File: src/rtl/dac_seq_pkg.sv
package dac_seq_pkg;
    localparam logic [3:0] MODE_RESET  = 4'h0;
    localparam logic [3:0] MODE_PAUSE  = 4'h1;
    localparam logic [3:0] MODE_SINGLE = 4'h2;
    localparam logic [3:0] MODE_REARM  = 4'h3;
    localparam logic [3:0] MODE_UNINIT = 4'h4;

    typedef enum logic [2:0] {
        TS_IDLE = 3'd0,
        TS_WAIT = 3'd1,
        TS_RUN  = 3'd2,
        TS_POST = 3'd3,
        TS_DONE = 3'd4
    } tstate_e;

    localparam int EVT_CONV  = 0;
    localparam int EVT_START = 1;
    localparam int EVT_STOP  = 2;
    localparam int EVT_ERR   = 3;
    localparam int EVT_N     = 4;
endpackage

File: src/rtl/dac_seq_div.sv
module dac_seq_div #(
    parameter int DIV_W = 8
) (
    input  logic             clk,
    input  logic             rst_n,
    input  logic             clear,
    input  logic             run,
    input  logic [DIV_W-1:0] div_set,
    output logic             tick,
    output logic [DIV_W-1:0] count
);
    typedef struct packed {
        logic [DIV_W-1:0] cnt;
    } div_t;

    div_t div_d, div_q;

    always_comb begin
        div_d = div_q;
        if (clear) begin
            div_d.cnt = '0;
        end else if (run) begin
            if (div_q.cnt == '0) div_d.cnt = div_set;
            else                 div_d.cnt = div_q.cnt - 1'b1;
        end
    end

    always_ff @(posedge clk or negedge rst_n) begin
        if (!rst_n) div_q <= '0;
        else        div_q <= div_d;
    end

    assign tick  = run && !clear && (div_q.cnt == '0);
    assign count = div_q.cnt;

    assert_div_step_R7: assert property (@(posedge clk) disable iff (!rst_n)
        (run && !clear && div_q.cnt != '0) |=> (div_q.cnt == $past(div_q.cnt) - 1'b1));
    assert_div_reload_R7: assert property (@(posedge clk) disable iff (!rst_n)
        (run && !clear && div_q.cnt == '0) |=> (div_q.cnt == $past(div_set)));
    assert_div_frozen_R4: assert property (@(posedge clk) disable iff (!rst_n)
        (!run && !clear) |=> $stable(div_q.cnt));
endmodule

File: src/rtl/dac_seq_fsm.sv
module dac_seq_fsm
    import dac_seq_pkg::*;
#(
    parameter int PS_W = 8
) (
    input  logic            clk,
    input  logic            rst_n,
    input  logic            clear,
    input  logic            armed,
    input  logic            rearm,
    input  logic            start_trig,
    input  logic            stop_trig,
    input  logic            tick,
    input  logic [PS_W-1:0] post_set,
    output tstate_e         state,
    output logic            strobe,
    output logic            start_evt,
    output logic            stop_evt,
    output logic [PS_W-1:0] remaining
);
    typedef struct packed {
        tstate_e         st;
        logic [PS_W-1:0] rem;
    } fsm_t;

    fsm_t fsm_d, fsm_q;
    logic strobe_w, start_w, stop_w;

    always_comb begin
        fsm_d    = fsm_q;
        start_w  = 1'b0;
        stop_w   = 1'b0;
        strobe_w = armed && tick &&
                   (fsm_q.st == TS_RUN || (fsm_q.st == TS_POST && fsm_q.rem != '0));
        if (clear) begin
            fsm_d.st  = TS_IDLE;
            fsm_d.rem = '0;
        end else if (armed) begin
            case (fsm_q.st)
                TS_IDLE: fsm_d.st = TS_WAIT;
                TS_WAIT: begin
                    if (start_trig) begin
                        fsm_d.st = TS_RUN;
                        start_w  = 1'b1;
                    end
                end
                TS_RUN: begin
                    if (stop_trig) begin
                        fsm_d.st  = TS_POST;
                        fsm_d.rem = post_set;
                        stop_w    = 1'b1;
                    end
                end
                TS_POST: begin
                    if (fsm_q.rem == '0)  fsm_d.st  = rearm ? TS_WAIT : TS_DONE;
                    else if (strobe_w)    fsm_d.rem = fsm_q.rem - 1'b1;
                end
                default: fsm_d.st = TS_DONE;
            endcase
        end
    end

    always_ff @(posedge clk or negedge rst_n) begin
        if (!rst_n) fsm_q <= '{st: TS_IDLE, rem: '0};
        else        fsm_q <= fsm_d;
    end

    assign state     = fsm_q.st;
    assign strobe    = strobe_w;
    assign start_evt = start_w;
    assign stop_evt  = stop_w;
    assign remaining = fsm_q.rem;

    assert_stop_ignored_R5: assert property (@(posedge clk) disable iff (!rst_n)
        (fsm_q.st == TS_WAIT) |=> (fsm_q.st != TS_POST));
    assert_post_step_R6: assert property (@(posedge clk) disable iff (!rst_n)
        (fsm_q.st == TS_POST && strobe && !clear) |=> (fsm_q.rem == $past(fsm_q.rem) - 1'b1));
    assert_done_holds_R6: assert property (@(posedge clk) disable iff (!rst_n)
        (fsm_q.st == TS_DONE && !clear) |=> (fsm_q.st == TS_DONE));
    assert_rearm_wait_R8: assert property (@(posedge clk) disable iff (!rst_n)
        (fsm_q.st == TS_POST && fsm_q.rem == '0 && armed && rearm && !clear) |=> (fsm_q.st == TS_WAIT));
endmodule

File: src/rtl/dac_seq_ctrl.sv
module dac_seq_ctrl
    import dac_seq_pkg::*;
#(
    parameter int DIV_W       = 8,
    parameter int CNT_W       = 16,
    parameter int PS_W        = 8,
    parameter int INIT_CYCLES = 6
) (
    input  logic             clk,
    input  logic             rst_n,
    input  logic             mode_wr,
    input  logic [3:0]       mode_in,
    input  logic [DIV_W-1:0] div_set,
    input  logic [PS_W-1:0]  post_set,
    input  logic             start_trig,
    input  logic             stop_trig,
    input  logic             src_empty,
    input  logic [3:0]       irq_en,
    input  logic [3:0]       irq_clr,
    output logic             conv_strobe,
    output logic [3:0]       mode_q,
    output logic [2:0]       trig_state,
    output logic [CNT_W-1:0] conv_count,
    output logic [DIV_W-1:0] div_count,
    output logic [PS_W-1:0]  post_left,
    output logic             init_busy,
    output logic [3:0]       irq_stat,
    output logic             irq_out
);
    localparam int INIT_W = $clog2(INIT_CYCLES + 1);

    typedef struct packed {
        logic [3:0]       mode;
        logic             busy;
        logic             ready;
        logic [INIT_W-1:0] icnt;
        logic [CNT_W-1:0] conv;
        logic [EVT_N-1:0] evt;
    } ctl_t;

    ctl_t ctl_d, ctl_q;

    logic    clear_w, go_w, armed_w, tick_w, strobe_w, start_evt_w, stop_evt_w;
    tstate_e state_w;
    logic [EVT_N-1:0] evt_set_w;

    assign clear_w = (ctl_q.mode == MODE_RESET) || (ctl_q.mode == MODE_UNINIT);
    assign go_w    = (ctl_q.mode == MODE_SINGLE) || (ctl_q.mode == MODE_REARM);
    assign armed_w = go_w && ctl_q.ready;

    dac_seq_div #(.DIV_W(DIV_W)) u_div (
        .clk     (clk),
        .rst_n   (rst_n),
        .clear   (clear_w),
        .run     (armed_w),
        .div_set (div_set),
        .tick    (tick_w),
        .count   (div_count)
    );

    dac_seq_fsm #(.PS_W(PS_W)) u_fsm (
        .clk        (clk),
        .rst_n      (rst_n),
        .clear      (clear_w),
        .armed      (armed_w),
        .rearm      (ctl_q.mode == MODE_REARM),
        .start_trig (start_trig),
        .stop_trig  (stop_trig),
        .tick       (tick_w),
        .post_set   (post_set),
        .state      (state_w),
        .strobe     (strobe_w),
        .start_evt  (start_evt_w),
        .stop_evt   (stop_evt_w),
        .remaining  (post_left)
    );

    always_comb begin
        evt_set_w            = '0;
        evt_set_w[EVT_CONV]  = strobe_w;
        evt_set_w[EVT_START] = start_evt_w;
        evt_set_w[EVT_STOP]  = stop_evt_w;
        evt_set_w[EVT_ERR]   = strobe_w && src_empty;
    end

    always_comb begin
        ctl_d = ctl_q;
        // initialization interval countdown
        if (ctl_q.busy) begin
            if (ctl_q.icnt == '0) begin
                ctl_d.busy  = 1'b0;
                ctl_d.ready = 1'b1;
            end else begin
                ctl_d.icnt = ctl_q.icnt - 1'b1;
            end
        end
        // mode write; codes above the last mode are dropped
        if (mode_wr && mode_in <= MODE_UNINIT) begin
            ctl_d.mode = mode_in;
            if (mode_in == MODE_UNINIT) begin
                ctl_d.busy  = 1'b0;
                ctl_d.ready = 1'b0;
                ctl_d.icnt  = '0;
            end else if (ctl_q.mode == MODE_UNINIT) begin
                ctl_d.busy  = 1'b1;
                ctl_d.ready = 1'b0;
                ctl_d.icnt  = INIT_W'(INIT_CYCLES - 1);
            end
        end
        // conversion counter
        if (clear_w)       ctl_d.conv = '0;
        else if (strobe_w) ctl_d.conv = ctl_q.conv + 1'b1;
        // sticky event flags, set beats clear
        ctl_d.evt = (ctl_q.evt & ~irq_clr) | evt_set_w;
    end

    always_ff @(posedge clk or negedge rst_n) begin
        if (!rst_n) begin
            ctl_q      <= '0;
            ctl_q.mode <= MODE_UNINIT;
        end else begin
            ctl_q <= ctl_d;
        end
    end

    assign conv_strobe = strobe_w;
    assign mode_q      = ctl_q.mode;
    assign trig_state  = state_w;
    assign conv_count  = ctl_q.conv;
    assign init_busy   = ctl_q.busy;
    assign irq_stat    = ctl_q.evt;
    assign irq_out     = |(ctl_q.evt & irq_en);

    assert_strobe_ready_R3: assert property (@(posedge clk) disable iff (!rst_n)
        conv_strobe |-> (ctl_q.ready && !ctl_q.busy));
    assert_uninit_idle_R2: assert property (@(posedge clk) disable iff (!rst_n)
        (ctl_q.mode == MODE_UNINIT) |=> (state_w == TS_IDLE));
    assert_pause_hold_R4: assert property (@(posedge clk) disable iff (!rst_n)
        (ctl_q.mode == MODE_PAUSE) |=> ($stable(ctl_q.conv) && $stable(state_w)));
    assert_reset_clear_R4: assert property (@(posedge clk) disable iff (!rst_n)
        (ctl_q.mode == MODE_RESET) |=> (ctl_q.conv == '0 && div_count == '0 && state_w == TS_IDLE));
    assert_bad_mode_R12: assert property (@(posedge clk) disable iff (!rst_n)
        (mode_wr && mode_in > MODE_UNINIT) |=> $stable(ctl_q.mode));
    assert_evt_sticky_R10: assert property (@(posedge clk) disable iff (!rst_n)
        (|(ctl_q.evt & ~irq_clr)) |=> ((ctl_q.evt & $past(ctl_q.evt & ~irq_clr)) == $past(ctl_q.evt & ~irq_clr)));
endmodule

File: config.mk
export PLATFORM = sky130hd
export DESIGN_NAME = dac_seq_ctrl
export DESIGN_NICKNAME = d
export VERILOG_FILES = /design/src/rtl/dac_seq_pkg.sv /design/src/rtl/dac_seq_div.sv /design/src/rtl/dac_seq_fsm.sv /design/src/rtl/dac_seq_ctrl.sv
export SDC_FILE = /design/constraint.sdc
export NUM_CORES = 1
export LEC_CHECK = 0
export CAP_MARGIN = 30
export CELL_PAD_IN_SITES_DETAIL_PLACEMENT = 1
export CELL_PAD_IN_SITES_GLOBAL_PLACEMENT = 2
export CORE_MARGIN = 10
export CORE_UTILIZATION = 31
export CTS_BUF_LIST = sky130_fd_sc_hd__clkbuf_16
export DETAILED_ROUTE_END_ITERATION = 16
export PLACE_DENSITY_LB_ADDON = 0.1
export SYNTH_ARGS = -nofsm -noshare
export SYNTH_HDL_FRONTEND = slang
export SYNTH_SLANG_ARGS = --single-unit
File: constraint.sdc
create_clock -name clk -period 6.1 [get_ports clk]
set_clock_uncertainty 0.1 [all_clocks]
set_input_delay 0.61 -clock clk [delete_from_list [all_inputs] [get_ports clk]]
set_output_delay 0.61 -clock clk [all_outputs]
set_load 0.02 [all_outputs]
# Word-level counts from Yosys, hierarchy flattened

Cells that the tools add are included.
W data, S select, Z words.

Register bits after elaboration: 48
Output and inout port bits: 46

Order comparisons: 1
$add $sub $neg: 4
Eq/ne operators: 12
Multiplexer cells: 29
Bitwise operators: 4
Reduce and logical (&&, ||, !) cells: 24

Operators by type and width:

| operator                | number |
|---|---|
| $mux W8                 | 5 |
| $mux W11                | 3 |
| $mux W16                | 2 |
| $mux W5                 | 4 |
| $add A16 B1 Y16 const B | 1 |
| $logic_not A8 Y1        | 2 |
| $pmux W8 S2             | 1 |
| $sub A8 B1 Y8 const B   | 2 |
| $ne A3 B3 Y1 const B    | 5 |
| $mux W3                 | 4 |
| $pmux W3 S4             | 1 |
| $and A4 B4 Y4           | 2 |
| $eq A4 B2 Y1 const B    | 2 |
| $eq A4 B3 Y1 const B    | 2 |
| $logic_and A1 B1 Y1     | 8 |
| $mux W1                 | 8 |
| $reduce_bool A8 Y1      | 1 |
| $eq A3 B2 Y1 const B    | 2 |
| $logic_not A3 Y1        | 2 |
| $reduce_and A5 Y1       | 1 |
| $le A4 B3 Y1 const B    | 1 |
| $logic_not A4 Y1        | 1 |
| $not A4 Y4              | 1 |
| $or A4 B4 Y4            | 1 |
| other kinds (9)         | 12 |

# Depth between registers and ports, before layout

Depth after elaboration: 12
Gate-level depth with buffers: 8

# Cells and area by module

A second synthesis with hierarchy kept.

Cell total of the unflattened synthesis: 323
Area total of the unflattened synthesis: 3039.2 sq um

Modules (own cells, without submodules):

| module       | cells each | instances | seq. area each (sq um) | area each (sq um) |
|---|---|---|---|---|
| dac_seq_ctrl | 164        | 1         | 726.9                  | 1595.3 |
| dac_seq_fsm  | 101        | 1         | 275.3                  | 900.9 |
| dac_seq_div  | 58         | 1         | 200.2                  | 543.0 |

# Worst setup path after synthesis

Ideal clock, no wire load.

Path kind: register to output
From: register u_div.div_q, in the netlist u_div.count[0]
To: output conv_strobe
Required time: 5390 ps
Data arrival time: 1912 ps
Cell stages (with the launch flop): 7
Setup slack: 3478 ps
Cells stage by stage: dfrtp_1 inv_1 ha_1 or4b_4 nor3_4 buf_4 and2_1

Word-level cells in the longest chain between the ends: 4

RTL lines:

| item                             | RTL line           | RTL |
|---|---|---|
| start: declaration               | dac_seq_div.sv:16  | `div_t div_d, div_q;` |
| start signal: assignment         | dac_seq_div.sv:30  | `else div_q <= div_d;` |
| $logic_not A8 Y1                 | dac_seq_div.sv:33  | `assign tick = run && !clear && (div_q.cnt == '0);` |
| $logic_and A1 B1 Y1              | dac_seq_div.sv:33  |  |
| $logic_and A1 B1 Y1 (2 in a row) | dac_seq_fsm.sv:33  | `strobe_w = armed && tick &&` |
| end: declaration                 | dac_seq_ctrl.sv:20 | `output logic conv_strobe,` |

Every way passes these cells.

# Final worst setup path

From: register ctl_q, in the netlist mode_q[3]
To: output conv_strobe

Word-level cells in the longest chain between the ends: 7
Elaborated cells on any way between the ends: 12

RTL lines:

| item                                                           | RTL line                               | RTL |
|---|---|---|
| start: declaration                                             | dac_seq_ctrl.sv:41                     | `ctl_t ctl_d, ctl_q;` |
| start signal: assignment                                       | dac_seq_ctrl.sv:122                    | `ctl_q <= ctl_d;` |
| $eq A4 B2 Y1 (tied with other cells)                           | dac_seq_ctrl.sv:48                     | `assign go_w = (ctl_q.mode == MODE_SINGLE) \|\| (ctl_q.mode == MODE_REARM);` |
| $logic_or A1 B1 Y1, on equally long branches                   | dac_seq_ctrl.sv:48, dac_seq_ctrl.sv:47 |  |
| $logic_and A1 B1 Y1 / $logic_not A1 Y1 (equally long branches) | dac_seq_ctrl.sv:49, dac_seq_div.sv:33  |  |
| $logic_and A1 B1 Y1 (2 in a row)                               | dac_seq_div.sv:33                      |  |
| $logic_and A1 B1 Y1 (*) (2 in a row)                           | dac_seq_fsm.sv:33                      |  |

Every way passes the cells marked *; elsewhere a longest branch is shown, timed or not.

==> results.toml <==
[sta]
tns_ns = 0
slew_viol_final = 0
finalHoldViolations = 0
timing.final.crit_period_ns = 3.82
slew_headroom_pct = 39.7
max_freq_ghz = 0.262
tightest_slew_ns = 0.901
rsz0062_at_grt = "false"
setup_violations = 0
fin_crit_sh_pct = 62.6

[place]
port_buffers = 79
place_congestion = 0.758
dp_hpwl_microns = 6680
dp.cells = 507

[pwr]
power.total_mw = 1.50
powerDensity_nw_per_um2 = 388
vdd_drop_max_uv = 148
power.leakage_nw = 1.53

[global_routing]
grtUsageMet3_pct = 4.08
grt_busiest_layer = "met2"
grt_pass1_wl_microns = 15400
grt.total_usage_pct = 13.1
met1_usage_pct = 16.7
grt_pass1_vias = 2876
grt_max_degree = 49
grt-ovfl-total = 0
antenna_found_initial = 0
met2_usage_pct = 21.3

[floorplan]
die_height_microns = 118
io_pins = 80
core-area_sq_um = 9240
start_util_pct = 31.9
die_w_microns = 118
row_count = 35
die_area_sq_um = 13800

[clock_tree]
cts_tree = "yes"
postCtsResizedCells = 0
cts-root-buf = "clkbuf_16"
cts_buffer_depth = 2
path_clk_slew_ns = 0.07
numCtsBuffers = 5
insertion_delay_ns = 0.29
ctsHtreeMaxLevel = 2
ctsHoldBuffers = 0
post_cts_buffers = 0
cts_num_sinks = 48

[routing]
drc = 0
drt_iter0_markers = 121
post_drt_wl_per_cell_microns = 17.4
viasPerCell = 5.03
wirelength_microns = 8950
detail-route-antenna-nets = 0
drtPass1Iterations = 4
num_vias = 2593

[cells_and_area]
multi_input_area_sq_um = 1460
nFillCells = 1076
layout.cells.non_filler = 515
drive_above_1_share_pct = 6.74
diodes = 0
register_area_sq_um = 1200
syn_to_final_growth_pct = 31.1
nets = 427

[yosys]
synth-async-reset-ratio_pct = 100
yosysSeqAreaShare_pct = 40.8
netlist_top_cells_area = "dfrtp_1, buf_4, a21oi_1"
yosysWarningCount = 0
ys_seq_elements = 48
syn_area_sq_um = 2950
synth_cells = 331
synth_cell_types = 58
synth.avg_cell_area_sq_um = 8.91
yosysTopAreaCell = "dfrtp_1"
ys_top_cells_by_count = "dfrtp_1, nand2_1, a21oi_1, nor2_1, buf_4"
ys.flop_type = "dfrtp_1"
synth_fp_nets = 373
synth_edf_count = 0
yosysMostFrequentCell = "dfrtp_1"
yosysTopAreaCellShare_pct = 39.9

[worst_setup_path]
crit_type = "flip-flop to primary output"
reg2reg_from = "mode_q[3]$_DFFE_PN0P_"
path_cells = "nand4bb_1, nor3_4, and2_1, clkdlybuf4s50_1"
cp_slowest_cell = "nor3_4"
r2r_slack_ns = 3.11
r2r_cells = 5
required_ns = 5.39
cpLargestDelayFamily = "simple AND/OR/NAND/NOR gates"
path_max_fanout = 14
endpoint_kind = "primary output"
worstPathArrival_ns = 3.11
r2r_end = "conv_count[11]$_DFFE_PN0P_"
start_kind = "flip-flop"
cp_num_buf_inv = 1
slowest_delay_ns = 0.76

[run_status]
status = "complete, no violations"

[min_path]
hold_class = "primary input to asynchronous set/reset pin"

[job]
cap_viol_max_count = 0
-- routing by layer --
metal,vias to the layer above,share of wire (%),routed length [microns]
li1,1272,-,-
met1,1256,47,4180
met2,58,47,4200
met3,7,5.6,497
met4,0,0.79,71
met5,-,0,0
-- worst register-to-register path, cell delays in order, from the launching register on --
cell       delay, ns
dfrtp_1         0.46
nand4bb_1       0.68
nor3_4          0.76
nand3_2         0.30
or4_1           0.47
a21oi_1         0.15
-- placed cells by master (no fill, tap or decap), drive strengths merged, types with 3 or more instances in the layout --
cell / n
a21oi: 26
a22oi: 4
and2: 6
and3: 3
buf: 3
clkbuf: 5
clkdlybuf4s50: 78
dfrtp: 47
ha: 8
inv: 20
mux2i: 4
nand2: 29
nand3: 13
nand4: 3
nor2: 27
nor3: 10
nor4: 7
o211ai: 4
o21ai: 23
o22ai: 4
o2bb2ai: 4
o31ai: 3
o32ai: 3
or3: 9
xnor2: 5
xor2: 3
-- stage by stage --
stage               util [%]  worst slack (ns)  hold slack, ns  instance area, sq um
floorplan                  -              3.48           0.214                  2950
global placement        40.0              2.68           0.387                  3690
detailed placement      40.0              2.59           0.395                  3690
CTS                     41.8              2.24           0.360                  3870
global route            41.8              2.07           0.390                  3870
finish                  41.8              2.28           0.321                  3870
-- kinds of logic after synthesis --
kind of cell | count (synthesis) | synth area share [%]
DFF | 48 | 40.8
AOI/OAI and AO/OA | 85 | 18.2
muxes | 6 | 2.12
and+or+nand+nor | 123 | 23.2
adders and majority gates | 8 | 3.39
xor gates and xnor gates | 8 | 2.38
buffers and inverters | 53 | 9.93
-- area by class of cell --
| cell class | count | area share [%] |
|---|---|---|
| Tap cell | 129 | 4.17 |
| Inverter | 19 | 1.84 |
| Sequential cell | 48 | 31.1 |
| Clock buffer | 5 | 3.24 |
| Timing Repair Buffer | 81 | 20.7 |
| Multi-Input combinational cell | 230 | 37.7 |
| Clock inverter | 3 | 1.20 |
-- report_power, final --
group          switching, mW  total (mW)  internal [mW]
registers             0.0818       0.461          0.379
logic                  0.421       0.711          0.289
clock network          0.133       0.328          0.195
-- how the worst max path moves through the flow --
| stage | end | startpoint | slack, ns | depth (start not counted) |
|---|---|---|---|---|
| 3_5_place_dp | conv_strobe | mode_q[3]$_DFFE_PN0P_ | 2.59 | 4 |
| 5_1_grt | conv_strobe | mode_q[3]$_DFFE_PN0P_ | 2.07 | 4 |
| 4_1_cts | conv_strobe | mode_q[3]$_DFFE_PN0P_ | 2.24 | 4 |
| 2_1_floorplan | conv_strobe | u_div.count[0]$_DFFE_PN0N_ | 3.48 | 6 |
| 3_3_place_gp | conv_strobe | mode_q[3]$_DFFE_PN0P_ | 2.68 | 4 |
| 6_report | conv_strobe | mode_q[3]$_DFFE_PN0P_ | 2.28 | 4 |
-- registers in the layout, indices dropped and copies added (netlist names) --
name	count
init_busy	1
conv_count	16
irq_stat	4
u_fsm.remaining	8
mode_q	4
u_div.count	8
u_fsm.state	3
ctl_q	4
Power figures use the tool's default switching activity.
